`src/rtl/clkdiv_lock_pkg.sv`:
```
package clkdiv_lock_pkg;
  localparam int EN_BIT   = 0;
  localparam int RQR_BIT  = 1;
  localparam int UPD_BIT  = 2;
  localparam int RAT_LSB  = 4;
  localparam int REQ_MSB  = 26;
  localparam int REQ_W    = REQ_MSB - RAT_LSB + 1;
  localparam int GATE_BIT = 28;

  function automatic int lock_pos(input bit alt);
    return alt ? 27 : 31;
  endfunction
endpackage

```
`src/rtl/clkdiv_lock_regs.sv`:
```
module clkdiv_lock_regs
  import clkdiv_lock_pkg::*;
#(
  parameter int DIV_W        = 6,
  parameter bit LOCK_ALT     = 1'b0,
  parameter bit NO_LOW_RATIO = 1'b0
) (
  input  logic             clk,
  input  logic             rst_n,
  input  logic             wr_en,
  input  logic [31:0]      wr_data,
  input  logic             pend,
  input  logic             rst_busy,
  input  logic             lock,
  output logic             en,
  output logic             gate,
  output logic [DIV_W-1:0] ratio_stage,
  output logic             upd_wr,
  output logic             rqr_wr,
  output logic [31:0]      rd_data
);
  localparam int LPOS = lock_pos(LOCK_ALT);
  localparam logic [REQ_W-1:0] REQ_MAX = REQ_W'((64'd1 << DIV_W) - 64'd1);
  localparam logic [DIV_W-1:0] RAT_MAX = DIV_W'((64'd1 << DIV_W) - 64'd1);

  logic [REQ_W-1:0] req;
  logic [DIV_W-1:0] clamped;
  logic [DIV_W-1:0] mapped;
  logic             unused_bits;

  assign req         = wr_data[REQ_MSB:RAT_LSB];
  assign unused_bits = ^{wr_data[31:29], wr_data[27], wr_data[3]};
  assign clamped     = (req > REQ_MAX) ? RAT_MAX : req[DIV_W-1:0];
  assign upd_wr      = wr_en && wr_data[UPD_BIT];
  assign rqr_wr      = wr_en && wr_data[RQR_BIT];

  generate
    if (NO_LOW_RATIO) begin : g_skip_low
      always_comb begin
        if (clamped == DIV_W'(1) || clamped == DIV_W'(2)) mapped = '0;
        else if (clamped == DIV_W'(3))                    mapped = DIV_W'(4);
        else                                              mapped = clamped;
      end
      AST_NO_LOW_RATIO: assert property (@(posedge clk) disable iff (!rst_n)
        (ratio_stage == '0 || ratio_stage >= DIV_W'(4)));
    end else begin : g_full
      assign mapped = clamped;
    end
  endgenerate

  always_ff @(posedge clk or negedge rst_n) begin
    if (!rst_n) begin
      en          <= 1'b0;
      gate        <= 1'b0;
      ratio_stage <= '0;
    end else if (wr_en) begin
      en          <= wr_data[EN_BIT];
      gate        <= wr_data[GATE_BIT];
      ratio_stage <= mapped;
    end
  end

  always_comb begin
    rd_data                        = '0;
    rd_data[EN_BIT]                = en;
    rd_data[RQR_BIT]               = rst_busy;
    rd_data[UPD_BIT]               = pend;
    rd_data[RAT_LSB +: DIV_W]      = ratio_stage;
    rd_data[GATE_BIT]              = gate;
    rd_data[LPOS]                  = lock;
  end

  AST_CLAMP_MAX: assert property (@(posedge clk) disable iff (!rst_n)
    (wr_en && req > REQ_MAX && !NO_LOW_RATIO) |=> (ratio_stage == RAT_MAX));
endmodule

```
`src/rtl/clkdiv_lock_counter.sv`:
```
module clkdiv_lock_counter #(
  parameter int DIV_W = 6
) (
  input  logic             clk,
  input  logic             rst_n,
  input  logic             en,
  input  logic             upd_wr,
  input  logic [DIV_W-1:0] ratio_stage,
  output logic             pend,
  output logic             load,
  output logic [DIV_W-1:0] n_act,
  output logic             clk_q,
  output logic             ce_q
);
  logic [DIV_W-1:0] ratio_act;
  logic [DIV_W-1:0] cnt;
  logic [DIV_W-1:0] cnt_nxt;
  logic [DIV_W-1:0] n_low;
  logic             at_end;

  assign n_act   = (ratio_act == '0) ? DIV_W'(1) : ratio_act;
  assign n_low   = n_act - (n_act >> 1);
  assign at_end  = (cnt == n_act - DIV_W'(1));
  assign cnt_nxt = at_end ? '0 : cnt + DIV_W'(1);
  assign load    = pend && (!en || !clk_q || at_end);

  always_ff @(posedge clk or negedge rst_n) begin
    if (!rst_n) begin
      pend      <= 1'b0;
      ratio_act <= '0;
      cnt       <= '0;
      clk_q     <= 1'b0;
      ce_q      <= 1'b0;
    end else begin
      if (upd_wr)    pend <= 1'b1;
      else if (load) pend <= 1'b0;

      if (load) begin
        ratio_act <= ratio_stage;
        cnt       <= '0;
        clk_q     <= 1'b0;
        ce_q      <= en;
      end else if (!en) begin
        cnt   <= '0;
        clk_q <= 1'b0;
        ce_q  <= 1'b0;
      end else begin
        cnt   <= cnt_nxt;
        clk_q <= (cnt_nxt >= n_low);
        ce_q  <= (cnt_nxt == '0);
      end
    end
  end

  AST_OFF_IS_QUIET: assert property (@(posedge clk) disable iff (!rst_n)
    !en |=> (!clk_q && !ce_q));
  AST_CE_WHILE_LOW: assert property (@(posedge clk) disable iff (!rst_n)
    ce_q |-> !clk_q);
  AST_PEND_CLEARS: assert property (@(posedge clk) disable iff (!rst_n)
    (load && !upd_wr) |=> !pend);
endmodule

```
`src/rtl/clkdiv_lock_lockmon.sv`:
```
module clkdiv_lock_lockmon #(
  parameter int DIV_W = 6
) (
  input  logic             clk,
  input  logic             rst_n,
  input  logic             upd_wr,
  input  logic             load,
  input  logic [DIV_W-1:0] n_act,
  output logic             lock
);
  localparam int LW = DIV_W + 1;

  logic [LW-1:0] wait_cnt;
  logic [LW-1:0] settle_last;
  logic          run;

  assign settle_last = {n_act, 1'b0} - LW'(1);

  always_ff @(posedge clk or negedge rst_n) begin
    if (!rst_n) begin
      lock     <= 1'b1;
      run      <= 1'b0;
      wait_cnt <= '0;
    end else if (upd_wr) begin
      lock <= 1'b0;
      run  <= 1'b0;
    end else if (load) begin
      lock     <= 1'b0;
      run      <= 1'b1;
      wait_cnt <= '0;
    end else if (run) begin
      if (wait_cnt == settle_last) begin
        lock <= 1'b1;
        run  <= 1'b0;
      end else begin
        wait_cnt <= wait_cnt + LW'(1);
      end
    end
  end

  AST_STROBE_UNLOCKS: assert property (@(posedge clk) disable iff (!rst_n)
    upd_wr |=> !lock);
  AST_LOAD_UNLOCKS: assert property (@(posedge clk) disable iff (!rst_n)
    load |=> !lock);
  AST_LOCK_AFTER_SETTLE: assert property (@(posedge clk) disable iff (!rst_n)
    $rose(lock) |-> $past(run));
endmodule

```
`src/rtl/clkdiv_lock_rstpulse.sv`:
```
module clkdiv_lock_rstpulse #(
  parameter int RST_LEN = 8
) (
  input  logic clk,
  input  logic rst_n,
  input  logic rqr_wr,
  output logic busy
);
  localparam int RW = (RST_LEN > 1) ? $clog2(RST_LEN) : 1;
  localparam logic [RW-1:0] LAST = RW'(RST_LEN - 1);

  logic [RW-1:0] cnt;

  always_ff @(posedge clk or negedge rst_n) begin
    if (!rst_n) begin
      busy <= 1'b0;
      cnt  <= '0;
    end else if (!busy) begin
      if (rqr_wr) begin
        busy <= 1'b1;
        cnt  <= '0;
      end
    end else if (cnt == LAST) begin
      busy <= 1'b0;
    end else begin
      cnt <= cnt + RW'(1);
    end
  end

  AST_RST_STARTS: assert property (@(posedge clk) disable iff (!rst_n)
    (rqr_wr && !busy) |=> busy);
  AST_RST_SELF_CLEARS: assert property (@(posedge clk) disable iff (!rst_n)
    (busy && cnt == LAST) |=> !busy);
endmodule

```
`src/rtl/clkdiv_lock.sv`:
```
module clkdiv_lock #(
  parameter int DIV_W        = 6,
  parameter bit LOCK_ALT     = 1'b0,
  parameter bit NO_LOW_RATIO = 1'b0,
  parameter int RST_LEN      = 8
) (
  input  logic        clk_ref,
  input  logic        rst_n,
  input  logic        cfg_wr_en,
  input  logic [31:0] cfg_wr_data,
  output logic [31:0] cfg_rd_data,
  output logic        div_clk_o,
  output logic        div_ce_o,
  output logic        ref_buf_en_o,
  output logic        dom_rst_o
);
  logic             en;
  logic             gate;
  logic [DIV_W-1:0] ratio_stage;
  logic             upd_wr;
  logic             rqr_wr;
  logic             pend;
  logic             load;
  logic [DIV_W-1:0] n_act;
  logic             lock;

  clkdiv_lock_regs #(
    .DIV_W(DIV_W), .LOCK_ALT(LOCK_ALT), .NO_LOW_RATIO(NO_LOW_RATIO)
  ) u_regs (
    .clk(clk_ref), .rst_n(rst_n), .wr_en(cfg_wr_en), .wr_data(cfg_wr_data),
    .pend(pend), .rst_busy(dom_rst_o), .lock(lock), .en(en), .gate(gate),
    .ratio_stage(ratio_stage), .upd_wr(upd_wr), .rqr_wr(rqr_wr),
    .rd_data(cfg_rd_data)
  );

  clkdiv_lock_counter #(.DIV_W(DIV_W)) u_cnt (
    .clk(clk_ref), .rst_n(rst_n), .en(en), .upd_wr(upd_wr),
    .ratio_stage(ratio_stage), .pend(pend), .load(load), .n_act(n_act),
    .clk_q(div_clk_o), .ce_q(div_ce_o)
  );

  clkdiv_lock_lockmon #(.DIV_W(DIV_W)) u_lock (
    .clk(clk_ref), .rst_n(rst_n), .upd_wr(upd_wr), .load(load),
    .n_act(n_act), .lock(lock)
  );

  clkdiv_lock_rstpulse #(.RST_LEN(RST_LEN)) u_rstp (
    .clk(clk_ref), .rst_n(rst_n), .rqr_wr(rqr_wr), .busy(dom_rst_o)
  );

  assign ref_buf_en_o = !gate;
endmodule

```
`config.mk`:
```
export PLATFORM = sky130hd
export DESIGN_NAME = clkdiv_lock
export DESIGN_NICKNAME = d
export VERILOG_FILES = /design/src/rtl/clkdiv_lock_pkg.sv /design/src/rtl/clkdiv_lock_regs.sv /design/src/rtl/clkdiv_lock_counter.sv /design/src/rtl/clkdiv_lock_lockmon.sv /design/src/rtl/clkdiv_lock_rstpulse.sv /design/src/rtl/clkdiv_lock.sv
export SDC_FILE = /design/constraint.sdc
export NUM_CORES = 1
export LEC_CHECK = 0
export BUFFER_PORTS_ARGS = -buffer_cell sky130_fd_sc_hd__buf_2
export CORE_ASPECT_RATIO = 1.5
export CORE_MARGIN = 10
export CORE_UTILIZATION = 40
export CTS_CLUSTER_DIAMETER = 80
export CTS_CLUSTER_SIZE = 20
export DETAILED_ROUTE_END_ITERATION = 10
export PLACE_DENSITY = 0.68
export SETUP_SLACK_MARGIN = 0.05
export SLEW_MARGIN = 20
export SYNTH_ARGS = -nofsm -noshare
export SYNTH_HDL_FRONTEND = slang
export SYNTH_SLANG_ARGS = --single-unit
```
`constraint.sdc`:
```
create_clock -name clk_ref -period 5.2 [get_ports clk_ref]
set_clock_uncertainty 0.2 [all_clocks]
set_input_delay 0.52 -clock clk_ref [delete_from_list [all_inputs] [get_ports clk_ref]]
set_output_delay 0.52 -clock clk_ref [all_outputs]
set_load 0.005 [all_outputs]
```
==> impl_metrics.csv, run 1 <==
group,metric,value,unit
run_status,status,"finished, final reports clean",
clock_network,clock_sinks,36,
timing,finalCritPeriodShare,91.5,%
clock_network,clockRootBuffer,"clkbuf_8",
setup_path,cpMostUsedCell,"ha_1",
logic_synthesis,synth_compound_area_share,14.0,%
placement,place_ws,0.393,ns
timing,setup_violations,0,
timing,fmax,0.210,GHz
setup_path,critPathArrivalTime,4.74,ns
clock_network,cts_resized,0,
timing,hold_viol,0,
drt,wl,5560,um
logic_synthesis,synthMuxAreaShare,3.81,%
setup_path,crit_family,"simple AND/OR/NAND/NOR gates",
drt,drt-initial-drc-count,66,
placement,placed_cells,381,
setup_path,cp-end-kind,"flop",
floorplan,ios,71,
clock_network,clkTransAtPathRegs,0.07,ns
power,leakage,1.42,nW
drt,wl_per_cell,14.3,um
power,powerDensity,255,nW/um2
logic_synthesis,ys_warn_count,0,
logic_synthesis,synth.distinct_cells,62,
logic_synthesis,synth_edf_count,0,
logic_synthesis,syn_area,2630,um2
setup_path,path_class,"reg -> reg",
min_path,hold_class,"in -> async",
logic_synthesis,synth_top_family_by_area,"simple AND/OR/NAND/NOR gates",
power,p_comb_share,22.2,%
timing,finalWorstSetupSlack,0.441,ns
floorplan,die_x,86.2,um
cells_and_area,area_growth,10.3,%
power,swShare,29.6,%
clock_network,cts_inserted_buffers,5,
global_route,grt_max_degree,37,
setup_path,crit_fanout,9,
logic_synthesis,synth_xor_area_share,6.72,%
clock_network,clk_latency,0.29,ns
logic_synthesis,ys_seq_area_share,34.3,%
power,internal_power,0.520,mW
setup_path,crit_chain,"inv_1 > ha_1 > and3b_1 > nor2_1 > ha_1 > inv_1 > a21boi_0 > xnor3_1 > a21oi_2 > nand3_1 > nor3b_4 > or2_2 > ha_1 > nand2b_1 > a21o_1 > a21oi_1 > nor2b_1 > o21ai_0 > nand2b_1 > a21oi_1 > nor2_1",
logic_synthesis,synth-seq-cells,36,
logic_synthesis,postSynthCellCount,273,
power,pwr-share-clk,30.3,%
setup_path,worstSetupStartpointType,"flop",
setup_path,critical_path_buf_inv_count,2,
drt,drc_errors,0,
clock_network,hold_buffers,0,
placement,port_buffers,44,
logic_synthesis,syn_avg_cell_area,9.62,um2
cells_and_area,final_layout_size_suffix_gt1_share,23.3,%
power,switchingPower,0.218,mW
timing,setup_tns,0,ns
floorplan,core_area,6440,um2
global_route,globalRouteOverflowTotal,0,
power,seqPwrFrac,47.5,%
clock_network,htreeDepth,2,
logic_synthesis,synthSimpleGateAreaFrac,18.9,%
floorplan,dieArea,10300,um2
logic_synthesis,synthArstFlopShare,100,%
timing,worstMarginPinSlew,0.787,ns
cells_and_area,insertedDiodeCount,0,
timing,rsz0062_at_grt,"false",
timing,slew_headroom,47.5,%
clock_network,cts_buffer_depth,2,
drt,routed_via_density,5.12,
setup_path,crit_slowest_cell,"dfrtp_1",
setup_path,timing.critical_path.slowest_cell_delay,0.43,ns
clock_network,cts_setup_buffers,0,
power,p_total,0.738,mW
setup_path,r2r_slack,0.44,ns
global_route,grt_pass1_wl,9400,um
placement,hpwl,4560,um
floorplan,die_y,119,um
global_route,antenna_found_initial,0,
global_route,grt_pass1_vias,2127,
timing,whs,0.108,ns
floorplan,rows,36,
drt,vias,1991,
placement,gp_congestion,0.818,
clock_network,cts_tree,"built",
placement,placed_area,2800,um2
timing,min_period,4.76,ns
floorplan,start_util,40.8,%
logic_synthesis,synth_flop_cell,"dfrtp_1",
setup_path,cp.required,5.18,ns
timing,drv_slew,0,
global_route,grt_use_total,11.1,%
cells_and_area,finalNonFillerCells,389,
drt,drtAntennaViolNets,0,
logic_synthesis,synthAdderAreaFrac,10.8,%
power,ir_worst_vdd,0.202,mV
cells_and_area,nets,369,
drt,firstDrtPassIters,4,
cells_and_area,design_area,2900,um2
cells_and_area,finalCoreUtilization,45.0,%
job,maxCapViolCount,0,
## kinds of logic after synthesis
family          after synthesis
compound gates               48
xor+xnor                     17
fa+ha+maj                    22
buf+inv                      53
flops                        36
mux                           9
other cells                   1
simple gates                 87
## synth_stat cells (4+ instances only)
library cell	number	share of area (%)
nand2b_1	7	1.7
nand4_1	4	0.95
mux2_2	8	3.4
xnor2_1	8	2.7
clkbuf_1	5	0.71
or3_1	4	0.95
buf_4	26	7.4
xor2_1	7	2.3
dfrtp_1	35	33
a21oi_1	8	1.5
o21ai_0	8	1.5
o22a_1	6	2.0
ha_1	21	10
nand2_1	14	2.0
inv_1	20	2.9
nor2_1	20	2.9
nand3_1	11	2.1
## path summary, 6_finish.rpt
check                                               start                           endpoint  cells after the start
max in group asynchronous                           rst_n              u_regs.en$_DFFE_PN0P_                      1
max                        u_cnt.ratio_act[3]$_DFFE_PN0P_              u_cnt.clk_q$_DFF_PN0_                     21
min in group clk_ref                       cfg_wr_data[5]  u_regs.ratio_stage[1]$_DFFE_PN0P_                      2
min                                                 rst_n     u_lock.wait_cnt[4]$_DFFE_PN0P_                      1
min reg2reg                       u_lock.lock$_DFFE_PN1P_            u_lock.lock$_DFFE_PN1P_                      2
max reg2reg                u_cnt.ratio_act[3]$_DFFE_PN0P_              u_cnt.clk_q$_DFF_PN0_                     21
## layout by cell type (no fill, tap or decap), types with 4 or more instances in the layout
cell and instances:
nand4_1 4, ha_1 21, nor2_1 20, xor2_1 7, or3_1 4, clkbuf_8 7, o21ai_0 8, xnor2_1 8
inv_1 20, a21oi_1 8, mux2_2 8, nand2_1 14, nand3_1 11, nand2b_1 7, o22a_1 6, conb_1 21
buf_2 44, dfrtp_1 35
## worst register-to-register path: stages, from the launching register on
cell      delay [ns]
dfrtp_1         0.43
inv_1           0.11
ha_1            0.24
and3b_1         0.23
nor2_1          0.26
ha_1            0.26
inv_1           0.09
a21boi_0        0.39
xnor3_1         0.30
a21oi_2         0.19
nand3_1         0.14
nor3b_4         0.38
or2_2           0.18
ha_1            0.21
nand2b_1        0.13
a21o_1          0.18
a21oi_1         0.15
nor2b_1         0.06
o21ai_0         0.14
nand2b_1        0.08
a21oi_1         0.23
nor2_1          0.08
## registers in the layout, summed over array words and instances, names as in the netlist
| signal | flops |
|---|---|
| u_cnt.ce_q | 1 |
| u_cnt.clk_q | 1 |
| u_regs.ratio_stage | 6 |
| u_lock.run | 1 |
| u_cnt.cnt | 6 |
| u_cnt.ratio_act | 6 |
| u_regs.en | 1 |
| u_cnt.pend | 1 |
| u_rstp.busy | 1 |
| u_regs.gate | 1 |
| u_lock.wait_cnt | 7 |
| u_lock.lock | 1 |
| u_rstp.cnt | 3 |
## power groups by stage
stage | logic [mW] | registers [mW] | clock network (mW)
after detailed placement | 0.166 | 0.356 | 0
after floorplan | 0.142 | 0.342 | 0
after global routing | 0.188 | 0.355 | 0.245
final | 0.164 | 0.350 | 0.224
after global placement | 0.159 | 0.353 | 0
after CTS | 0.167 | 0.350 | 0.231
## routing by layer
| metal | GRT usage (%) | wire [um] | share of wire, % | vias up |
|---|---|---|---|---|
| met2 | 19.0 | 2840 | 51 | 63 |
| met3 | 4.98 | 449 | 8.1 | 9 |
| li1 | - | - | - | 976 |
| met1 | 11.4 | 2150 | 39 | 943 |
| met4 | 4.13 | 123 | 2.2 | 0 |
| met5 | 0 | 0 | 0 | - |
## area by class of cell
type	count	area [um2]
Multi-Input combinational cell	204	1500
Sequential cell	36	902
Fill cell	627	3540
Clock buffer	8	100
Tap cell	76	95.1
Timing Repair Buffer	44	220
Inverter	21	78.8
Note: power is estimated with default switching activity, not from simulation.
==> run 2: changes to the inputs <==
- CELL_PAD_IN_SITES_DETAIL_PLACEMENT: unset -> 1
- CELL_PAD_IN_SITES_GLOBAL_PLACEMENT: unset -> 1
- PLACE_DENSITY: 0.68 -> 0.85
- REMOVE_ABC_BUFFERS: unset -> 1
==> run 2 against run 1 <==
Net effect: flip-flop and latch count unchanged; die area is the same; critical path depth is the same; combinational power about the same; count of clock-buffer cells in the layout down 2; register-to-register slack worse by 0.02 ns; final area up 0.26%; cell count is the same; sequential power about the same; via count rose by 3.1%; first-iteration DRC count fell by 17%; clock power is 8% higher.
==> impl_metrics.csv, run 2 (synthesis results as in run 1) <==
group,metric,value,unit
run_status,status,"finished, final reports clean",
power,powerDensity,260,nW/um2
drt,wl,6240,um
global_route,grt_use_total,12.4,%
power,switchingPower,0.217,mW
placement,port_buffers,44,
min_path,hold_class,"in -> async",
floorplan,rows,36,
clock_network,clock_sinks,36,
setup_path,worstSetupPathDepth,21,
floorplan,ios,71,
setup_path,critPathArrivalTime,4.75,ns
timing,hold_viol,0,
setup_path,crit_start,"u_cnt.ratio_act[3]$_DFFE_PN0P_",
clock_network,cts_resized,0,
cells_and_area,layout_commonest_cell,"buf_2",
power,p_total,0.757,mW
clock_network,cts_inserted_buffers,5,
setup_path,critical_path_buf_inv_count,2,
placement,gp_congestion,0.845,
setup_path,cp-end-kind,"flop",
drt,drc_errors,0,
timing,fmax,0.209,GHz
clock_network,clockRootBuffer,"clkbuf_8",
timing,finalCritPeriodShare,91.9,%
setup_path,cp-endpoint,"u_cnt.clk_q$_DFF_PN0_",
drt,vias,2052,
clock_network,clkTransAtPathRegs,0.07,ns
setup_path,crit_chain,"inv_1 > ha_1 > and3b_1 > nor2_1 > ha_1 > inv_1 > a21boi_1 > xnor3_1 > a21oi_2 > nand3_1 > nor3b_4 > or2_2 > ha_1 > nand2b_1 > a21o_1 > a21oi_1 > nor2b_1 > o21ai_0 > nand2b_1 > a21oi_1 > nor2_1",
setup_path,reg2reg_depth,21,
global_route,globalRouteOverflowTotal,0,
clock_network,clk_latency,0.29,ns
placement,place_ws,0.379,ns
setup_path,crit_family,"simple AND/OR/NAND/NOR gates",
setup_path,cpMostUsedCell,"ha_1",
clock_network,htreeDepth,2,
floorplan,die_x,86.2,um
setup_path,path_class,"reg -> reg",
timing,finalWorstSetupSlack,0.421,ns
timing,whs,0.121,ns
clock_network,cts_buffer_depth,2,
drt,firstDrtPassIters,4,
power,pwr-share-clk,31.9,%
setup_path,timing.critical_path.slowest_cell_delay,0.44,ns
power,internal_power,0.540,mW
setup_path,r2r_slack,0.42,ns
drt,wl_per_cell,16.0,um
timing,rsz0062_at_grt,"false",
cells_and_area,top_register,"u_lock.wait_cnt",
global_route,grt_pass1_vias,2306,
timing,setup_violations,0,
placement,hpwl,5200,um
power,seqPwrFrac,46.3,%
global_route,grt_pass1_wl,10600,um
setup_path,r2r_end,"u_cnt.clk_q$_DFF_PN0_",
power,ir_worst_vdd,0.182,mV
cells_and_area,area_growth,10.6,%
power,swShare,28.6,%
setup_path,worstSetupStartpointType,"flop",
setup_path,crit_slowest_cell,"dfrtp_1",
setup_path,crit_fanout,9,
cells_and_area,largest_register_ffs,7,
setup_path,worstReg2RegStart,"u_cnt.ratio_act[3]$_DFFE_PN0P_",
clock_network,cts_tree,"built",
job,maxCapViolCount,0,
timing,min_period,4.78,ns
clock_network,cts_setup_buffers,0,
timing,slew_headroom,46.0,%
clock_network,hold_buffers,0,
timing,setup_tns,0,ns
global_route,antenna_found_initial,0,
floorplan,core_area,6440,um2
cells_and_area,nets,369,
floorplan,die_y,119,um
cells_and_area,final_layout_size_suffix_gt1_share,23.3,%
cells_and_area,most-common-layout-cells,"buf_2 (44), dfrtp_1 (35), ha_1 (21), conb_1 (21)",
setup_path,cp.required,5.17,ns
floorplan,dieArea,10300,um2
power,leakage,1.43,nW
drt,drtAntennaViolNets,0,
timing,worstMarginPinSlew,0.810,ns
cells_and_area,insertedDiodeCount,0,
power,p_comb_share,21.8,%
timing,drv_slew,0,
cells_and_area,nFillCells,778,
global_route,grt_max_degree,37,
drt,drt-initial-drc-count,55,
drt,routed_via_density,5.28,
floorplan,start_util,40.8,%
[run 2: cell type report]
class	instances	area (um2)	share of cell area, %
flip-flops and latches	36	902	31.1
clock inverters	2	35.0	1.21
repair buffers	44	220	7.58
well taps	76	95.1	3.27
clock buffers	6	72.6	2.50
multi-input cells	204	1500	51.7
inverters	21	78.8	2.71
[run 2: how the worst min path moves through the flow]
stage | start | endpoint | slack, ns | depth (start not counted)
6_report | rst_n | u_rstp.cnt[2]$_DFFE_PN0P_ | 0.12 | 1
5_1_grt | rst_n | u_regs.en$_DFFE_PN0P_ | 0.18 | 1
4_1_cts | rst_n | u_rstp.cnt[2]$_DFFE_PN0P_ | 0.15 | 1
3_5_place_dp | u_rstp.cnt[1]$_DFFE_PN0P_ | u_rstp.cnt[1]$_DFFE_PN0P_ | 0.30 | 1
3_3_place_gp | u_lock.lock$_DFFE_PN1P_ | u_lock.lock$_DFFE_PN1P_ | 0.29 | 2
2_1_floorplan | rst_n | u_cnt.ce_q$_DFF_PN0_ | 0.02 | 0
[run 2: worst register-to-register path, delay by kind of cell (launching register included)]
family,cells,cell delay (ns)
buffers and inverters,2,0.21
XOR/XNOR,1,0.29
AND/OR/NAND/NOR,9,1.64
flip-flops,1,0.44
AO/OA/AOI/OAI,6,1.18
adder cells (fa/ha/maj),3,0.73
[run 2: routing by layer]
| metal | routed length (um) | vias to the layer above | GRT usage, % | share of wire [%] |
|---|---|---|---|---|
| met4 | 129 | 0 | 4.75 | 2.1 |
| met5 | 0 | - | 0 | 0 |
| met2 | 3410 | 57 | 23.0 | 55 |
| met3 | 452 | 8 | 4.23 | 7.2 |
| met1 | 2250 | 1012 | 12.0 | 36 |
| li1 | - | 975 | - | - |
[run 2: stage by stage]
stage | instance area, um2 | cells | utilization, %
floorplan | 2480 | 261 | -
global placement | 2800 | 381 | 43.4
detailed placement | 2800 | 381 | 43.4
CTS | 2910 | 389 | 45.1
global route | 2910 | 389 | 45.1
finish | 2910 | 389 | 45.1
[run 2: power by group through the flow]
stage          logic [mW]  clock network [mW]  registers (mW)
6_report            0.165               0.242           0.350
5_1_grt             0.191               0.259           0.357
4_1_cts             0.168               0.248           0.351
3_5_place_dp        0.167                   0           0.356
3_3_place_gp        0.158                   0           0.353
2_1_floorplan       0.114                   0           0.348
==> run 3: changes to the inputs <==
- PLACE_DENSITY: 0.85 -> unset
- PLACE_DENSITY_LB_ADDON: unset -> 0.1
==> run 3 against run 2 <==
Net effect: setup slack better by 0.097 ns; core utilization is 0.64 points higher; largest cell class unchanged; critical path depth is the same; sequential share of layout area shrank 0.44 points; count of clock-buffer cells in the layout increased by 1; maximum frequency grew 2.1%; final area is 1.4% higher; clock power up 14%.
==> impl_metrics.csv, run 3 (synthesis results as in run 1) <==
group,metric,value,unit
setup_path,path_class,"reg -> reg",
timing,finalCritPeriodShare,90.1,%
clock_network,clk_latency,0.29,ns
timing,slew_headroom,44.2,%
min_path,hold_class,"in -> async",
power,powerDensity,268,nW/um2
cells_and_area,nets,372,
clock_network,htreeDepth,2,
placement,gp_congestion,0.767,
setup_path,cp.required,5.18,ns
cells_and_area,finalNonFillerCells,392,
clock_network,cts_setup_buffers,0,
setup_path,r2r_slack,0.52,ns
floorplan,rows,36,
placement,placed_cells,382,
clock_network,hold_buffers,0,
floorplan,die_y,119,um
drt,wl_per_cell,16.7,um
clock_network,clock_sinks,36,
global_route,antenna_found_initial,0,
cells_and_area,most-common-layout-cells,"buf_2 (44), dfrtp_1 (35), ha_1 (21), conb_1 (21)",
global_route,grt_max_degree,37,
setup_path,worstSetupStartpointType,"flop",
drt,drt-initial-drc-count,39,
cells_and_area,design_area,2950,um2
timing,drv_slew,0,
clock_network,clkTransAtPathRegs,0.08,ns
drt,wl,6540,um
placement,port_buffers,44,
timing,setup_tns,0,ns
cells_and_area,top_register,"u_lock.wait_cnt",
clock_network,clockRootBuffer,"clkbuf_8",
drt,drc_errors,0,
run_status,status,"finished, final reports clean",
clock_network,cts_inserted_buffers,5,
cells_and_area,layout_commonest_cell,"buf_2",
power,p_total,0.791,mW
timing,fmax,0.214,GHz
drt,routed_via_density,5.15,
floorplan,start_util,40.8,%
cells_and_area,final_layout_size_suffix_gt1_share,24.4,%
setup_path,cp-end-kind,"flop",
floorplan,die_x,86.2,um
job,maxCapViolCount,0,
global_route,grt_pass1_vias,2302,
cells_and_area,area_growth,12.2,%
drt,vias,2017,
timing,setup_violations,0,
drt,firstDrtPassIters,3,
floorplan,ios,71,
global_route,globalRouteOverflowTotal,0,
timing,min_period,4.68,ns
timing,finalWorstSetupSlack,0.517,ns
clock_network,cts_buffer_depth,2,
timing,rsz0062_at_grt,"false",
power,leakage,1.45,nW
clock_network,cts_tree,"built",
timing,worstMarginPinSlew,0.837,ns
setup_path,crit_fanout,5,
placement,hpwl,5360,um
drt,drtAntennaViolNets,0,
cells_and_area,insertedDiodeCount,0,
cells_and_area,nFillCells,773,
setup_path,r2r_end,"u_cnt.clk_q$_DFF_PN0_",
setup_path,worstReg2RegStart,"u_cnt.ratio_act[3]$_DFFE_PN0P_",
setup_path,reg2reg_depth,21,
cells_and_area,largest_register_ffs,7,
global_route,grt_pass1_wl,11100,um
power,ir_worst_vdd,0.182,mV
clock_network,cts_resized,0,
floorplan,dieArea,10300,um2
floorplan,core_area,6440,um2
placement,placed_area,2810,um2
global_route,grt_use_total,13.1,%
timing,hold_viol,0,
setup_path,critPathArrivalTime,4.66,ns
placement,place_ws,0.299,ns
run 3: per-layer routing:
layer / up-vias / share of wire (%) / global-route usage [%]
li1: 980 / - / -
met1: 985 / 38 / 13.2
met2: 45 / 56 / 24.8
met3: 7 / 5.3 / 3.82
met4: 0 / 1.1 / 3.72
met5: - / 0 / 0
run 3: how the worst max path moves through the flow:
stage                              startpoint  cells past startpoint                     to
5_1_grt        u_cnt.ratio_act[2]$_DFFE_PN0P_                     21  u_cnt.clk_q$_DFF_PN0_
3_3_place_gp   u_cnt.ratio_act[3]$_DFFE_PN0P_                     21  u_cnt.clk_q$_DFF_PN0_
3_5_place_dp   u_cnt.ratio_act[3]$_DFFE_PN0P_                     21  u_cnt.clk_q$_DFF_PN0_
2_1_floorplan  u_cnt.ratio_act[3]$_DFFE_PN0P_                     21  u_cnt.clk_q$_DFF_PN0_
4_1_cts        u_cnt.ratio_act[3]$_DFFE_PN0P_                     21  u_cnt.clk_q$_DFF_PN0_
6_report       u_cnt.ratio_act[3]$_DFFE_PN0P_                     21  u_cnt.clk_q$_DFF_PN0_
run 3: per-stage QoR:
step | hold slack [ns] | util (%)
global route | 0.199 | 45.7
finish | 0.133 | 45.7
CTS | 0.158 | 45.5
global placement | 0.287 | 43.6
floorplan | 0.0244 | -
detailed placement | 0.296 | 43.6
run 3: worst max-delay path, cell delays in order (launching register included):
cell      delay [ns]
dfrtp_1         0.44
inv_1           0.12
ha_1            0.25
and3b_1         0.23
nor2_1          0.31
ha_1            0.28
inv_1           0.09
a21boi_0        0.31
xnor3_1         0.28
a21oi_2         0.21
nand3_1         0.15
nor3b_4         0.28
or2_2           0.15
ha_1            0.20
nand2b_1        0.15
a21o_1          0.17
a21oi_1         0.15
nor2b_1         0.06
o21ai_0         0.15
nand2b_1        0.10
a21oi_1         0.22
nor2_1          0.07
run 3: cell type report:
class                           count  area, um2  area share [%]
Timing Repair Buffer               47        243            8.24
Sequential cell                    36        902            30.6
Multi-Input combinational cell    204       1500            51.0
Inverter                           21       78.8            2.68
Clock inverter                      1       30.0            1.02
Tap cell                           76       95.1            3.23
Clock buffer                        7       96.3            3.27
run 3: power breakdown:
| group | switching, mW | leakage, nW | total (mW) | internal (mW) |
|---|---|---|---|---|
| Sequential | 0.0345 | 0.415 | 0.350 | 0.315 |
| Clock | 0.105 | 0.0645 | 0.275 | 0.169 |
| Combinational | 0.0837 | 0.972 | 0.166 | 0.0828 |
| Total | 0.224 | 1.45 | 0.791 | 0.567 |
